<file path="src/rtl/lft_pkg.sv">
package lft_pkg;

    typedef enum logic [2:0] {
        ST_DOWN  = 3'd0,
        ST_IDLE  = 3'd1,
        ST_FRAME = 3'd2,
        ST_END   = 3'd3,
        ST_COMP  = 3'd4
    } lft_state_t;

    localparam logic [15:0] SYM_IDLE = 16'hBCBC;
    localparam logic [15:0] SYM_SOF  = 16'hFB5C;
    localparam logic [15:0] SYM_EOF  = 16'hFDFE;
    localparam logic [15:0] SYM_COMP = 16'hF7F7;
    localparam logic [7:0]  BYTE_PAD = 8'h9C;
    localparam logic [1:0]  CTL_BOTH = 2'b11;
    localparam logic [1:0]  CTL_DATA = 2'b00;
    localparam logic [1:0]  CTL_LOW  = 2'b01;

endpackage

</file>
<file path="src/rtl/lft_comp_sched.sv">
module lft_comp_sched #(
    parameter int CC_PERIOD = 5000
) (
    input  logic clk,
    input  logic rst_n,
    input  logic link_up,
    output logic cc_due
);
    localparam int CNT_W = (CC_PERIOD > 1) ? $clog2(CC_PERIOD) : 1;
    localparam logic [CNT_W-1:0] LAST = CNT_W'(CC_PERIOD - 1);

    logic [CNT_W-1:0] cnt;

    assign cc_due = link_up && (cnt == LAST);

    always_ff @(posedge clk) begin
        if (!rst_n || !link_up) begin
            cnt <= '0;
        end else if (cc_due) begin
            cnt <= '0;
        end else begin
            cnt <= cnt + 1'b1;
        end
    end

endmodule

</file>
<file path="src/rtl/lft_word_pack.sv">
module lft_word_pack
    import lft_pkg::*;
(
    input  logic [15:0] data,
    input  logic        last,
    input  logic        odd,
    output logic [15:0] sym,
    output logic [1:0]  ctl
);
    always_comb begin
        if (last && odd) begin
            sym = {data[15:8], BYTE_PAD};
            ctl = CTL_LOW;
        end else begin
            sym = data;
            ctl = CTL_DATA;
        end
    end

endmodule

</file>
<file path="src/rtl/lane_framer_tx.sv">
module lane_framer_tx
    import lft_pkg::*;
#(
    parameter int CC_PERIOD = 5000,
    parameter int CC_LEN    = 4
) (
    input  logic        clk,
    input  logic        rst_n,
    input  logic        link_up,
    input  logic        in_valid,
    output logic        in_ready,
    input  logic [15:0] in_data,
    input  logic        in_sof,
    input  logic        in_eof,
    input  logic        in_odd,
    output logic [15:0] out_sym,
    output logic [1:0]  out_ctl
);
    localparam int CCN_W = $clog2(CC_LEN + 1);
    localparam logic [CCN_W-1:0] CCN_LAST = CCN_W'(CC_LEN - 1);

    initial begin
        if (CC_LEN < 2 || CC_PERIOD <= CC_LEN + 1) begin
            $error("lane_framer_tx: need CC_LEN >= 2 and CC_PERIOD > CC_LEN + 1");
        end
    end

    lft_state_t       state, nxt_state;
    lft_state_t       saved, nxt_saved;
    logic [CCN_W-1:0] cc_cnt, nxt_cc_cnt;
    logic [15:0]      nxt_sym, pack_sym;
    logic [1:0]       nxt_ctl, pack_ctl;
    logic             cc_due;
    logic             rdy;

    lft_comp_sched #(.CC_PERIOD(CC_PERIOD)) u_sched (
        .clk    (clk),
        .rst_n  (rst_n),
        .link_up(link_up),
        .cc_due (cc_due)
    );

    lft_word_pack u_pack (
        .data(in_data),
        .last(in_eof),
        .odd (in_odd),
        .sym (pack_sym),
        .ctl (pack_ctl)
    );

    always_comb begin
        nxt_state  = state;
        nxt_saved  = saved;
        nxt_cc_cnt = cc_cnt;
        nxt_sym    = SYM_IDLE;
        nxt_ctl    = CTL_BOTH;
        rdy        = 1'b0;
        if (!link_up) begin
            nxt_state  = ST_DOWN;
            nxt_cc_cnt = '0;
        end else if (cc_due && state != ST_COMP) begin
            nxt_state  = ST_COMP;
            nxt_saved  = (state == ST_DOWN) ? ST_IDLE : state;
            nxt_cc_cnt = CCN_W'(1);
            nxt_sym    = SYM_COMP;
        end else begin
            unique case (state)
                ST_DOWN: begin
                    nxt_state = ST_IDLE;
                end
                ST_IDLE: begin
                    if (in_valid && in_sof) begin
                        nxt_sym   = SYM_SOF;
                        nxt_state = ST_FRAME;
                    end else begin
                        rdy = in_valid;
                    end
                end
                ST_FRAME: begin
                    rdy = 1'b1;
                    if (in_valid) begin
                        nxt_sym = pack_sym;
                        nxt_ctl = pack_ctl;
                        if (in_eof) begin
                            nxt_state = ST_END;
                        end
                    end
                end
                ST_END: begin
                    nxt_sym   = SYM_EOF;
                    nxt_state = ST_IDLE;
                end
                ST_COMP: begin
                    nxt_sym = SYM_COMP;
                    if (cc_cnt == CCN_LAST) begin
                        nxt_state  = saved;
                        nxt_cc_cnt = '0;
                    end else begin
                        nxt_cc_cnt = cc_cnt + 1'b1;
                    end
                end
                default: begin
                    nxt_state = ST_DOWN;
                end
            endcase
        end
    end

    assign in_ready = rdy;

    always_ff @(posedge clk) begin
        if (!rst_n) begin
            state  <= ST_DOWN;
            saved  <= ST_IDLE;
            cc_cnt <= '0;
        end else begin
            state  <= nxt_state;
            saved  <= nxt_saved;
            cc_cnt <= nxt_cc_cnt;
        end
    end

    always_ff @(posedge clk) begin
        if (!rst_n) begin
            out_sym <= SYM_IDLE;
            out_ctl <= CTL_BOTH;
        end else begin
            out_sym <= nxt_sym;
            out_ctl <= nxt_ctl;
        end
    end

    assert_ready_down_R1: assert property (@(posedge clk) disable iff (!rst_n)
        !link_up |-> !in_ready);

    assert_sof_pair_R2: assert property (@(posedge clk) disable iff (!rst_n)
        (link_up && !cc_due && state == ST_IDLE && in_valid && in_sof)
        |=> (out_sym == SYM_SOF && out_ctl == CTL_BOTH && state == ST_FRAME));

    assert_pad_low_R4: assert property (@(posedge clk) disable iff (!rst_n)
        (link_up && !cc_due && state == ST_FRAME && in_valid && in_eof && in_odd)
        |=> (out_ctl == CTL_LOW && out_sym[7:0] == BYTE_PAD));

    assert_end_next_R5: assert property (@(posedge clk) disable iff (!rst_n)
        (state == ST_END && link_up && !cc_due) |=> (out_sym == SYM_EOF));

    assert_comp_sym_R7: assert property (@(posedge clk) disable iff (!rst_n)
        (state == ST_COMP) |-> (out_sym == SYM_COMP && out_ctl == CTL_BOTH));

    assert_comp_stall_R8: assert property (@(posedge clk) disable iff (!rst_n)
        (state == ST_COMP || cc_due) |-> !in_ready);

    assert_down_idle_R10: assert property (@(posedge clk) disable iff (!rst_n)
        !link_up |=> (out_sym == SYM_IDLE && out_ctl == CTL_BOTH && state == ST_DOWN));

endmodule

</file>
<file path="config.mk">
export PLATFORM = sky130hd
export DESIGN_NAME = lane_framer_tx
export DESIGN_NICKNAME = d
export VERILOG_FILES = /design/src/rtl/lft_pkg.sv /design/src/rtl/lft_comp_sched.sv /design/src/rtl/lft_word_pack.sv /design/src/rtl/lane_framer_tx.sv
export SDC_FILE = /design/constraint.sdc
export NUM_CORES = 1
export LEC_CHECK = 0
export ABC_AREA = 1
export BUFFER_PORTS_ARGS = -buffer_cell sky130_fd_sc_hd__buf_2
export CAP_MARGIN = 30
export CORE_MARGIN = 2
export CORE_UTILIZATION = 50
export DETAILED_ROUTE_END_ITERATION = 7
export GPL_ROUTABILITY_DRIVEN = 0
export GPL_TIMING_DRIVEN = 0
export PLACE_DENSITY = 0.75
export SLEW_MARGIN = 20
export SYNTH_ARGS = -nofsm -noshare
export SYNTH_HDL_FRONTEND = slang
export SYNTH_SLANG_ARGS = --single-unit
</file>
<file path="constraint.sdc">
create_clock -name clk -period 1.9 [get_ports clk]
set_clock_uncertainty 0.15 [all_clocks]
set_input_delay 0 -clock clk [delete_from_list [all_inputs] [get_ports clk]]
set_output_delay 0 -clock clk [all_outputs]
set_load 0.005 [all_outputs]
</file>
==> load_flow_metrics.sql <==
INSERT INTO impl_metrics (metric_group, metric, value, unit) VALUES
('global_routing', 'grt_pass1_vias', '1666', ''),
('synthesis', 'postSynthRegisterBits', '40', ''),
('sta', 'timing_hold_violations_final', '0', ''),
('clock_network', 'htree_levels', '2', ''),
('floorplan', 'core-area', '0.00361', 'mm^2'),
('sta', 'final_period_minus_worst_setup_slack', '1.80', 'ns'),
('route', 'wl', '4530', 'um'),
('sta', 'max_freq', '557', 'MHz'),
('setup_path', 'cp_data_required_time', '1.75', 'ns'),
('synthesis', 'syn_nets', '281', ''),
('synthesis', 'dominantRegCellSynth', 'dfxtp_1', ''),
('route', 'detail_route.wl_per_cell', '12.1', 'um'),
('global_routing', 'number_of_antenna_violations_at_the_first_check_in_global_routing', '0', ''),
('final_layout', 'insertedDiodeCount', '0', ''),
('synthesis', 'postSynth.asyncResetShare', '0', '%'),
('power_and_ir_drop', 'ir_worst_vdd', '0.000406', 'V'),
('worst_hold_path', 'whs_path_depth', '6', ''),
('synthesis', 'synth.top_cells.by_area', 'dfxtp_1 44%, nand2_1 13%, nor2_1 6.3%, nand3_1 6.0%, a21oi_1 5.5%', ''),
('sta', 'timing.final.ws_setup', '0.105', 'ns'),
('global_routing', 'global_route_wire_length_before_repair', '7360', 'um'),
('floorplan', 'die_height', '64.6', 'um'),
('place', 'placement.cell_area', '0.00210', 'mm^2'),
('global_routing', 'overflow', '0', ''),
('final_layout', 'stdcell_area', '0.00242', 'mm^2'),
('sta', 'slew_headroom', '75.6', '%'),
('synthesis', 'yosys_warnings', '0', ''),
('floorplan', 'design.portCount', '42', ''),
('worst_hold_path', 'hold_class', 'in2reg', ''),
('clock_network', 'cts_tree', 'done', ''),
('floorplan', 'floorplan.die.width', '64.6', 'um'),
('sta', 'worstMarginPinSlew', '0.365', 'ns'),
('setup_path', 'critPathKind', 'reg2out', ''),
('clock_network', 'clkTransAtPathRegs', '0.08', 'ns'),
('sta', 'unrepaired_setup_endpoints_after_global_routing', 'no', ''),
('status', 'status', 'finished clean', ''),
('final_layout', 'final_net_count', '351', ''),
('power_and_ir_drop', 'cellLeakagePower', '1.04', 'nW'),
('final_layout', 'postLayoutCoreUtil', '67.1', '%'),
('sta', 'fin_tns_setup', '0', 'ns'),
('floorplan', 'placementRows', '22', ''),
('clock_network', 'cts_sinks', '40', ''),
('place', 'placed_cells', '345', ''),
('synthesis', 'synth_cell_type_count', '28', ''),
('synthesis', 'post_synth_inst_count', '256', ''),
('clock_network', 'worst_skew_pair.late_latency', '0.29', 'ns'),
('final_layout', 'final.fill_count', '316', ''),
('place', 'dp_worst_setup_slack', '0.144', 'ns'),
('route', 'via_count', '1888', ''),
('route', 'detail_route.vias_per_cell', '5.03', ''),
('sta', 'timing.hold.ws', '0.00363', 'ns'),
('synthesis', 'synth-edff-count', '0', ''),
('final_layout', 'layout-drive-gt1-share', '24.8', '%'),
('synthesis', 'cell_type_with_the_largest_total_area_after_synthesis', 'dfxtp_1', ''),
('sta', 'setup-violations-final', '0', ''),
('route', 'detail_route.first_pass.iterations', '4', ''),
('floorplan', 'die_area', '0.00417', 'mm^2'),
('final_layout', 'post_layout_nonfiller_instances', '375', ''),
('clock_network', 'cts.path.max_buffers', '2', ''),
('synthesis', 'synthMostInstantiatedCell', 'nand2_1', ''),
('floorplan', 'initial_core_util', '50.9', '%'),
('flow_run', 'max_cap_viol_count', '0', ''),
('sta', 'portion_of_the_clock_cycle_consumed_by_the_worst_path_in_the_final_layout', '94.5', '%'),
('route', 'drt_iter0_markers', '113', ''),
('synthesis', 'seq_area_frac_synth', '43.6', '%'),
('global_routing', 'grt_start_max_net_pins', '13', ''),
('setup_path', 'setup.worst_path.end_class', 'primary output', ''),
('route', 'antenna_violating_nets_post_route', '0', ''),
('power_and_ir_drop', 'p_total', '1.62', 'mW'),
('setup_path', 'timing.reg2reg.worst_path_depth', '10', ''),
('synthesis', 'netlist_top_cells_count', '63 x nand2_1, 40 x dfxtp_1, 31 x nor2_1', ''),
('route', 'drt_drc_violations_left', '0', '');
==> flip-flops by register name (all words and copies together), names as in the netlist <==
register	cells
out_sym	16
u_sched.cnt	13
saved	3
state	3
cc_cnt	3
out_ctl	2
==> final timing paths <==
check	start	to	slack, ns
worst max-delay path	u_sched.cnt[0]	in_ready	0.10
worst min-delay path	in_odd	out_sym[5]	0.004
worst max register to register	u_sched.cnt[0]	u_sched.cnt[6]	0.13
worst min register to register	cc_cnt[2]	cc_cnt[2]	0.30
==> per-layer routing <==
layer | track usage (%) | part of all wire, % | routed length [um] | up-vias
met1 | 29.8 | 45 | 2030 | 847
li1 | - | - | - | 966
met3 | 4.51 | 5.5 | 248 | 16
met5 | 0 | 0 | 0 | -
met4 | 10.9 | 2.6 | 119 | 0
met2 | 34.8 | 47 | 2130 | 59
==> kinds of logic after synthesis <==
family,share of synthesized area (%)
buffers and inverters,8.04
XOR/XNOR,0.477
AND/OR/NAND/NOR,37.4
adder cells (fa/ha/maj),1.36
flip-flops,43.6
AO/OA/AOI/OAI,9.13
==> worst max-delay path: stages, from the launching register on <==
cell,delay (ns)
dfxtp_4,0.36
ha_2,0.19
nand2_2,0.09
inv_2,0.07
nand2_2,0.06
nor2_4,0.11
nand3_4,0.08
buf_6,0.15
nand4_1,0.06
inv_1,0.05
buf_2,0.12
==> cells in the final DEF (no fill, tap or decap), types with 2 or more instances in the layout <==
master	n
nand2_1	63
buf_2	42
dfxtp_1	37
nor2_1	31
inv_1	26
nand3_1	22
a21oi_1	20
dlygate4sd3_1	18
o21ai_0	8
nand4_1	7
nand2_2	6
clkbuf_8	6
buf_4	5
inv_2	4
nor2_2	4
nor3_1	4
nor2_4	3
buf_6	2
nand3b_1	2
clkinv_2	2
dfxtp_2	2
==> cell type report <==
cell class                      instances  area, um^2  area share, %
Buffer                                  4        35.0           1.45
Multi-Input combinational cell        182         896           37.0
Tap cell                               48        60.1           2.48
Sequential cell                        40         807           33.4
Clock buffer                            6        82.6           3.41
Inverter                               30         113           4.66
Clock inverter                          2        10.0          0.414
Timing Repair Buffer                   63         415           17.2
==> what timing repair did <==
item / in CTS / in global routing
hold buffers: 18 / 0
gates cloned: 0 / 0
resized for setup: 3 / 3
endpoints found under the hold margin: 19 / 0
setup endpoints to repair: 1 / 12
setup buffers: 2 / 2
pin swaps: 1 / 1
==> report_power, final <==
group	switching, mW	total, mW	internal, mW
Clock	0.286	0.576	0.290
Sequential	0.00717	0.857	0.850
Combinational	0.103	0.190	0.0867
Power figures use the tool's default switching activity.
